[src/rtl/stk_pkg.sv]
package stk_pkg;
    localparam int XLEN       = 32;
    localparam int RIDX_W     = 3;
    localparam int OPC_W      = 8;
    localparam int SP_INDEX   = 4;
    localparam int WORD_BYTES = XLEN / 8;

    typedef enum logic [1:0] {
        ST_IDLE,
        ST_ACCESS,
        ST_FINISH,
        ST_FAULT
    } stk_state_e;

    typedef enum logic [1:0] {
        K_PUSH,
        K_POP,
        K_BAD
    } stk_kind_e;
endpackage

[src/rtl/stk_decode.sv]
module stk_decode
    import stk_pkg::*;
#(
    parameter int               OPC_W     = 8,
    parameter int               RIDX_W    = 3,
    parameter logic [OPC_W-1:0] PUSH_BASE = 8'h50,
    parameter logic [OPC_W-1:0] POP_BASE  = 8'h58
) (
    input  logic [OPC_W-1:0]  opcode,
    output stk_kind_e         kind,
    output logic [RIDX_W-1:0] ridx
);
    localparam int GRP_W = OPC_W - RIDX_W;

    logic [GRP_W-1:0] group;

    assign group = opcode[OPC_W-1:RIDX_W];
    assign ridx  = opcode[RIDX_W-1:0];

    always_comb begin
        if (group == PUSH_BASE[OPC_W-1:RIDX_W]) begin
            kind = K_PUSH;
        end else if (group == POP_BASE[OPC_W-1:RIDX_W]) begin
            kind = K_POP;
        end else begin
            kind = K_BAD;
        end
    end
endmodule

[src/rtl/stk_addr.sv]
module stk_addr #(
    parameter int XLEN = 32,
    parameter int STEP = 4
) (
    input  logic [XLEN-1:0] sp,
    input  logic            is_push,
    output logic [XLEN-1:0] acc_addr,
    output logic [XLEN-1:0] sp_next
);
    localparam logic [XLEN-1:0] STEP_V = XLEN'(STEP);

    logic [XLEN-1:0] sp_dec;
    logic [XLEN-1:0] sp_inc;

    assign sp_dec = sp - STEP_V;
    assign sp_inc = sp + STEP_V;

    // push: pre-decrement, access at the new pointer
    // pop:  access at the current pointer, post-increment
    assign acc_addr = is_push ? sp_dec : sp;
    assign sp_next  = is_push ? sp_dec : sp_inc;
endmodule

[src/rtl/stack_pushpop_unit.sv]
module stack_pushpop_unit
    import stk_pkg::*;
#(
    parameter int XLEN     = stk_pkg::XLEN,
    parameter int RIDX_W   = stk_pkg::RIDX_W,
    parameter int OPC_W    = stk_pkg::OPC_W,
    parameter int SP_INDEX = stk_pkg::SP_INDEX
) (
    input  logic              clk,
    input  logic              rst_n,
    input  logic              start,
    input  logic [OPC_W-1:0]  opcode,
    output logic [RIDX_W-1:0] rf_rd_idx,
    input  logic [XLEN-1:0]   rf_rd_data,
    input  logic [XLEN-1:0]   rf_sp_data,
    output logic              rf_we,
    output logic [RIDX_W-1:0] rf_widx,
    output logic [XLEN-1:0]   rf_wdata,
    output logic              sp_we,
    output logic [XLEN-1:0]   sp_wdata,
    output logic              mem_req,
    output logic              mem_we,
    output logic [XLEN/8-1:0] mem_be,
    output logic [XLEN-1:0]   mem_addr,
    output logic [XLEN-1:0]   mem_wdata,
    input  logic [XLEN-1:0]   mem_rdata,
    input  logic              mem_ready,
    output logic              done,
    output logic              err
);
    localparam int                BYTES  = XLEN / 8;
    localparam logic [RIDX_W-1:0] SP_IDX = RIDX_W'(SP_INDEX);

    stk_state_e        state_q, state_d;
    stk_kind_e         dec_kind;
    logic [RIDX_W-1:0] dec_idx;
    stk_kind_e         kind_q;
    logic [RIDX_W-1:0] idx_q;
    logic [XLEN-1:0]   val_q;
    logic [XLEN-1:0]   sp_q;
    logic [XLEN-1:0]   load_q;
    logic [XLEN-1:0]   acc_addr;
    logic [XLEN-1:0]   sp_next;
    logic              is_push_q;
    logic              accept;

    stk_decode #(
        .OPC_W (OPC_W),
        .RIDX_W(RIDX_W)
    ) u_decode (
        .opcode(opcode),
        .kind  (dec_kind),
        .ridx  (dec_idx)
    );

    assign is_push_q = (kind_q == K_PUSH);

    stk_addr #(
        .XLEN(XLEN),
        .STEP(BYTES)
    ) u_addr (
        .sp      (sp_q),
        .is_push (is_push_q),
        .acc_addr(acc_addr),
        .sp_next (sp_next)
    );

    assign rf_rd_idx = dec_idx;
    assign accept    = (state_q == ST_IDLE) && start;

    // state register
    always_ff @(posedge clk or negedge rst_n) begin
        if (!rst_n) begin
            state_q <= ST_IDLE;
        end else begin
            state_q <= state_d;
        end
    end

    // next-state logic
    always_comb begin
        state_d = state_q;
        unique case (state_q)
            ST_IDLE: begin
                if (start) begin
                    state_d = (dec_kind == K_BAD) ? ST_FAULT : ST_ACCESS;
                end
            end
            ST_ACCESS: begin
                if (mem_ready) begin
                    state_d = ST_FINISH;
                end
            end
            ST_FINISH: state_d = ST_IDLE;
            ST_FAULT:  state_d = ST_IDLE;
            default:   state_d = ST_IDLE;
        endcase
    end

    // operand capture at start, load capture at transfer
    always_ff @(posedge clk or negedge rst_n) begin
        if (!rst_n) begin
            kind_q <= K_BAD;
            idx_q  <= '0;
            val_q  <= '0;
            sp_q   <= '0;
            load_q <= '0;
        end else begin
            if (accept) begin
                kind_q <= dec_kind;
                idx_q  <= dec_idx;
                val_q  <= rf_rd_data;
                sp_q   <= rf_sp_data;
            end
            if ((state_q == ST_ACCESS) && mem_ready && !is_push_q) begin
                load_q <= mem_rdata;
            end
        end
    end

    // outputs per state
    always_comb begin
        mem_req   = 1'b0;
        mem_we    = 1'b0;
        mem_be    = '0;
        mem_addr  = '0;
        mem_wdata = '0;
        rf_we     = 1'b0;
        rf_widx   = '0;
        rf_wdata  = '0;
        sp_we     = 1'b0;
        sp_wdata  = '0;
        done      = 1'b0;
        err       = 1'b0;
        unique case (state_q)
            ST_IDLE: begin
            end
            ST_ACCESS: begin
                mem_req   = 1'b1;
                mem_we    = is_push_q;
                mem_be    = '1;
                mem_addr  = acc_addr;
                mem_wdata = is_push_q ? val_q : '0;
            end
            ST_FINISH: begin
                done     = 1'b1;
                sp_wdata = sp_next;
                if (is_push_q) begin
                    sp_we = 1'b1;
                end else begin
                    rf_we    = 1'b1;
                    rf_widx  = idx_q;
                    rf_wdata = load_q;
                    sp_we    = (idx_q != SP_IDX);
                end
            end
            ST_FAULT: begin
                done = 1'b1;
                err  = 1'b1;
            end
            default: begin
            end
        endcase
    end


    be_full_chk: assert property (@(posedge clk) disable iff (!rst_n)
        mem_req |-> (mem_be == '1));


    req_hold_chk: assert property (@(posedge clk) disable iff (!rst_n)
        (mem_req && !mem_ready) |=> (mem_req && $stable(mem_addr)
                                     && $stable(mem_we) && $stable(mem_wdata)));


    no_write_wait_chk: assert property (@(posedge clk) disable iff (!rst_n)
        mem_req |-> (!rf_we && !sp_we && !done));


    push_sp_chk: assert property (@(posedge clk) disable iff (!rst_n)
        (mem_req && mem_we && mem_ready) |=> (sp_we && done
                                              && (sp_wdata == $past(mem_addr))));


    pop_sp_chk: assert property (@(posedge clk) disable iff (!rst_n)
        (mem_req && !mem_we && mem_ready) |=> (done && rf_we
            && (!sp_we || (sp_wdata == $past(mem_addr) + XLEN'(BYTES)))));


    sp_pop_chk: assert property (@(posedge clk) disable iff (!rst_n)
        (rf_we && (rf_widx == SP_IDX)) |-> !sp_we);


    fault_quiet_chk: assert property (@(posedge clk) disable iff (!rst_n)
        err |-> (done && !rf_we && !sp_we && !mem_req));


    done_pulse_chk: assert property (@(posedge clk) disable iff (!rst_n)
        done |=> !done);
endmodule

[config.mk]
export PLATFORM = sky130hd
export DESIGN_NAME = stack_pushpop_unit
export DESIGN_NICKNAME = d
export VERILOG_FILES = /design/src/rtl/stk_pkg.sv /design/src/rtl/stk_decode.sv /design/src/rtl/stk_addr.sv /design/src/rtl/stack_pushpop_unit.sv
export SDC_FILE = /design/constraint.sdc
export NUM_CORES = 1
export LEC_CHECK = 0
export ABC_AREA = 0
export BUFFER_PORTS_ARGS = -buffer_cell sky130_fd_sc_hd__buf_2
export CAP_MARGIN = 20
export CELL_PAD_IN_SITES_DETAIL_PLACEMENT = 0
export CELL_PAD_IN_SITES_GLOBAL_PLACEMENT = 1
export CORE_ASPECT_RATIO = 0.6
export CORE_MARGIN = 1.5
export CORE_UTILIZATION = 38
export CTS_BUF_LIST = sky130_fd_sc_hd__clkbuf_8
export CTS_CLUSTER_DIAMETER = 100
export DETAILED_ROUTE_END_ITERATION = 16
export PLACE_DENSITY_LB_ADDON = 0.25
export SLEW_MARGIN = 30
export SYNTH_ARGS = -nofsm -noshare
export SYNTH_HDL_FRONTEND = slang
export SYNTH_SLANG_ARGS = --single-unit
[constraint.sdc]
create_clock -name clk -period 7 [get_ports clk]
set_input_delay 0.35 -clock clk [delete_from_list [all_inputs] [get_ports clk]]
set_output_delay 0.35 -clock clk [all_outputs]
set_load 0.05 [all_outputs]
==> reports/qor.yml <==
run_status:
  status: "complete, no violations"
power_and_ir_drop:
  switching_share_pct: 55.0
  p_clk_share_pct: 10.8
  design_power_total_uw: 3540
  ir_drop_mv: 0.223
  powerDensity_mw_per_mm2: 463
  switchingPower_uw: 1950
  p_leak_uw: 0.00406
  p_int_uw: 1590
  combPwrFrac_pct: 55.5
  seq_power_share_pct: 33.6
placed_design:
  dp_slack_ns: 3.62
  hpwl_um: 13600
  finalWeightedCongestion: 0.871
  place_inst: 1142
  port_buffers: 251
cells_and_area:
  layout.cells.non_filler: 1160
  final_layout_size_suffix_gt1_share_pct: 34.2
  layout_commonest_cell: "buf_2"
  syn_to_final_growth_pct: 24.3
  utilization_pct: 49.0
  mostFrequentLayoutCells: "buf_2, nand2_1, dfrtp_1"
  finalNetCount: 1061
clock_network:
  h-tree-depth: 3
  cts_buffers: 9
  path_clk_slew_ns: 0.12
  cts.sinks: 103
  cts.path.max_buffers: 2
  cts_tree: "yes"
  cts_root_buffer: "clkbuf_8"
  cts-resized-gates: 0
  clkLatencyLatePin_ns: 0.38
  postCtsSetupBuffers: 0
sta:
  slew_viol_final: 0
  period_needed_ns: 3.83
  finalHoldViolations: 0
  rsz0062_at_grt: "false"
  finalClockSkew_ns: 0.0134
  fin_crit_sh_pct: 54.6
  setup_ws_ns: 3.17
  relSlewSlack_pct: 38.1
  setup-violations-final: 0
  fin_tns_setup_ns: 0
  max_freq_ghz: 0.261
  tightest_slew_ns: 0.920
grt:
  grt_max_degree: 73
  antenna_found_initial: 1
  grt_pass1_wl_um: 29800
  track_usage_pct: 22.3
  overflow: 0
  grt_pass1_vias: 5533
synthesis:
  synth_warnings: 0
  ys_types: 50
  synth.avg_cell_area_um2: 8.21
  syn-cell-area_mm2: 0.00615
  synth-edff-count: 0
  ys_ff_latch: 103
  async_flop_share_pct: 100
  ys_seq_area_share_pct: 41.9
  netlist_instances: 749
  synth_fp_nets: 859
  synth_ff_type: "dfrtp_1"
die:
  initial_core_util_pct: 39.4
  ios: 252
  dieArea_mm2: 0.0170
  die_x_um: 167
  die_h_um: 102
  core_area_mm2: 0.0156
  rows: 35
worst_setup_path:
  timing.rr.end: "load_q[7]"
  slowest_stage: "or4_1"
  reg2regPathDepth: 6
  crit_chain: "or4_4 > nand4bb_1 > or4_1 > a211o_1 > nand2_1 > buf_2"
  start_kind: "flop"
  critPathMaxFanout: 12
  worst_ep_required_time_ns: 6.65
  r2r_start: "kind_q[0]"
  r2r_setup_slack_ns: 4.86
  setup.worst_path.class: "reg2out"
  cp.arrival_ns: 3.48
  end_kind: "primary output"
  max_stage_delay_ns: 0.72
routing:
  ant_nets: 0
  wl_um: 19100
  firstDrtPassIters: 5
  via_per_inst: 5.03
  wl_per_cell_um: 16.4
  drt_iter0_drc: 314
  drc: 0
  num_vias: 5832
min_path:
  hold_class: "in2reg"
  holdPathStages: 3
  holdCritStartpoint: "rf_rd_data[25]"
  worstHoldEndpoint: "val_q[25]"
job:
  cap_violations: 0
==> cell usage after synthesis, types with 2 or more instances <==
| library cell | n | area [µm²] |
|---|---|---|
| nor2_1 | 63 | 236 |
| o21a_1 | 6 | 45.0 |
| a22oi_1 | 2 | 15.0 |
| nor3b_1 | 2 | 15.0 |
| nor3_1 | 21 | 105 |
| a211o_1 | 2 | 17.5 |
| or4_1 | 4 | 30.0 |
| nand2b_1 | 2 | 12.5 |
| o22ai_1 | 3 | 18.8 |
| dfrtp_1 | 102 | 2550 |
| buf_1 | 10 | 37.5 |
| xor2_1 | 17 | 149 |
| ha_1 | 2 | 25.0 |
| nand4bb_1 | 2 | 22.5 |
| a21o_1 | 2 | 15.0 |
| nand4_1 | 11 | 68.8 |
| clkbuf_1 | 51 | 191 |
| a21oi_1 | 11 | 55.1 |
| inv_1 | 4 | 15.0 |
| nor4_2 | 7 | 87.6 |
| or3_1 | 12 | 75.1 |
| buf_6 | 2 | 22.5 |
| and4_1 | 6 | 52.6 |
| mux2_2 | 32 | 360 |
| nor4_1 | 7 | 43.8 |
| a32oi_1 | 2 | 17.5 |
| buf_4 | 8 | 60.1 |
| and2_1 | 43 | 269 |
| xnor2_1 | 26 | 228 |
| and3_1 | 37 | 231 |
| o21ai_0 | 13 | 65.1 |
| nand2_1 | 211 | 792 |
| or4_4 | 3 | 33.8 |
| nand3_1 | 7 | 35.0 |
==> worst max-delay path: cells and delay by family, from the launching register on <==
kind	cells	cell delay [ns]
simple gates	4	1.98
buf+inv	1	0.26
compound gates	1	0.31
flops	1	0.54
==> logic make-up after synthesis <==
group | synth area share [%]
AOI/OAI and AO/OA | 5.39
xor gates and xnor gates | 6.12
adders and majority gates | 0.407
buffers and inverters | 5.31
DFF | 41.9
muxes | 5.86
and+or+nand+nor | 35.0
==> sequential cells by signal, summed over array words and instances, names as in the netlist <==
name,flops
idx_q,3
kind_q,2
load_q,32
sp_q,32
val_q,32
state_q,2
==> worst max-delay path by stage <==
stage / startpoint / end / slack, ns / depth (start not counted)
finish: sp_q[4] / sp_wdata[28] / 3.17 / 6
global route: sp_q[4] / sp_wdata[28] / 3.01 / 6
CTS: sp_q[4] / sp_wdata[28] / 3.18 / 6
detailed placement: sp_q[4] / sp_wdata[28] / 3.62 / 6
global placement: sp_q[4] / sp_wdata[28] / 3.65 / 6
floorplan: sp_q[6] / sp_wdata[30] / 3.58 / 8
==> per-layer routing <==
| layer | GRT usage (%) | vias to the layer above | share of wire (%) |
|---|---|---|---|
| met5 | 0 | - | 0 |
| li1 | - | 2888 | - |
| met2 | 33.2 | 193 | 43 |
| met1 | 32.1 | 2735 | 48 |
| met3 | 7.07 | 16 | 8.0 |
| met4 | 4.44 | 0 | 1.0 |
==> repair_timing <==
action / CTS / global route
endpoints found under the setup margin: 0 / 0
hold buffers: 1 / 0
hold endpoints to repair: 31 / 0
==> power groups by stage <==
stage               combinational, µW  sequential [µW]  clock [µW]
floorplan                        1700             1000           0
global placement                 1970             1180           0
detailed placement               1980             1190           0
CTS                              1980             1180         402
global route                     2120             1240         424
finish                           1970             1190         384
==> metrics by stage <==
stage	hold WS, ns	area [µm²]
finish	0.148	7650
floorplan	0.0544	6150
global placement	0.331	7430
detailed placement	0.330	7430
CTS	0.124	7640
global route	0.128	7640
==> area by class of cell <==
type / count / area [µm²]
inverters: 4 / 15.0
multi-input cells: 571 / 3250
repair buffers: 262 / 1350
clock inverters: 7 / 73.8
clock buffers: 9 / 124
diodes: 1 / 2.50
flip-flops and latches: 103 / 2580
fillers: 1631 / 7940
well taps: 203 / 254
No activity file was read; power rests on OpenSTA's default activity.
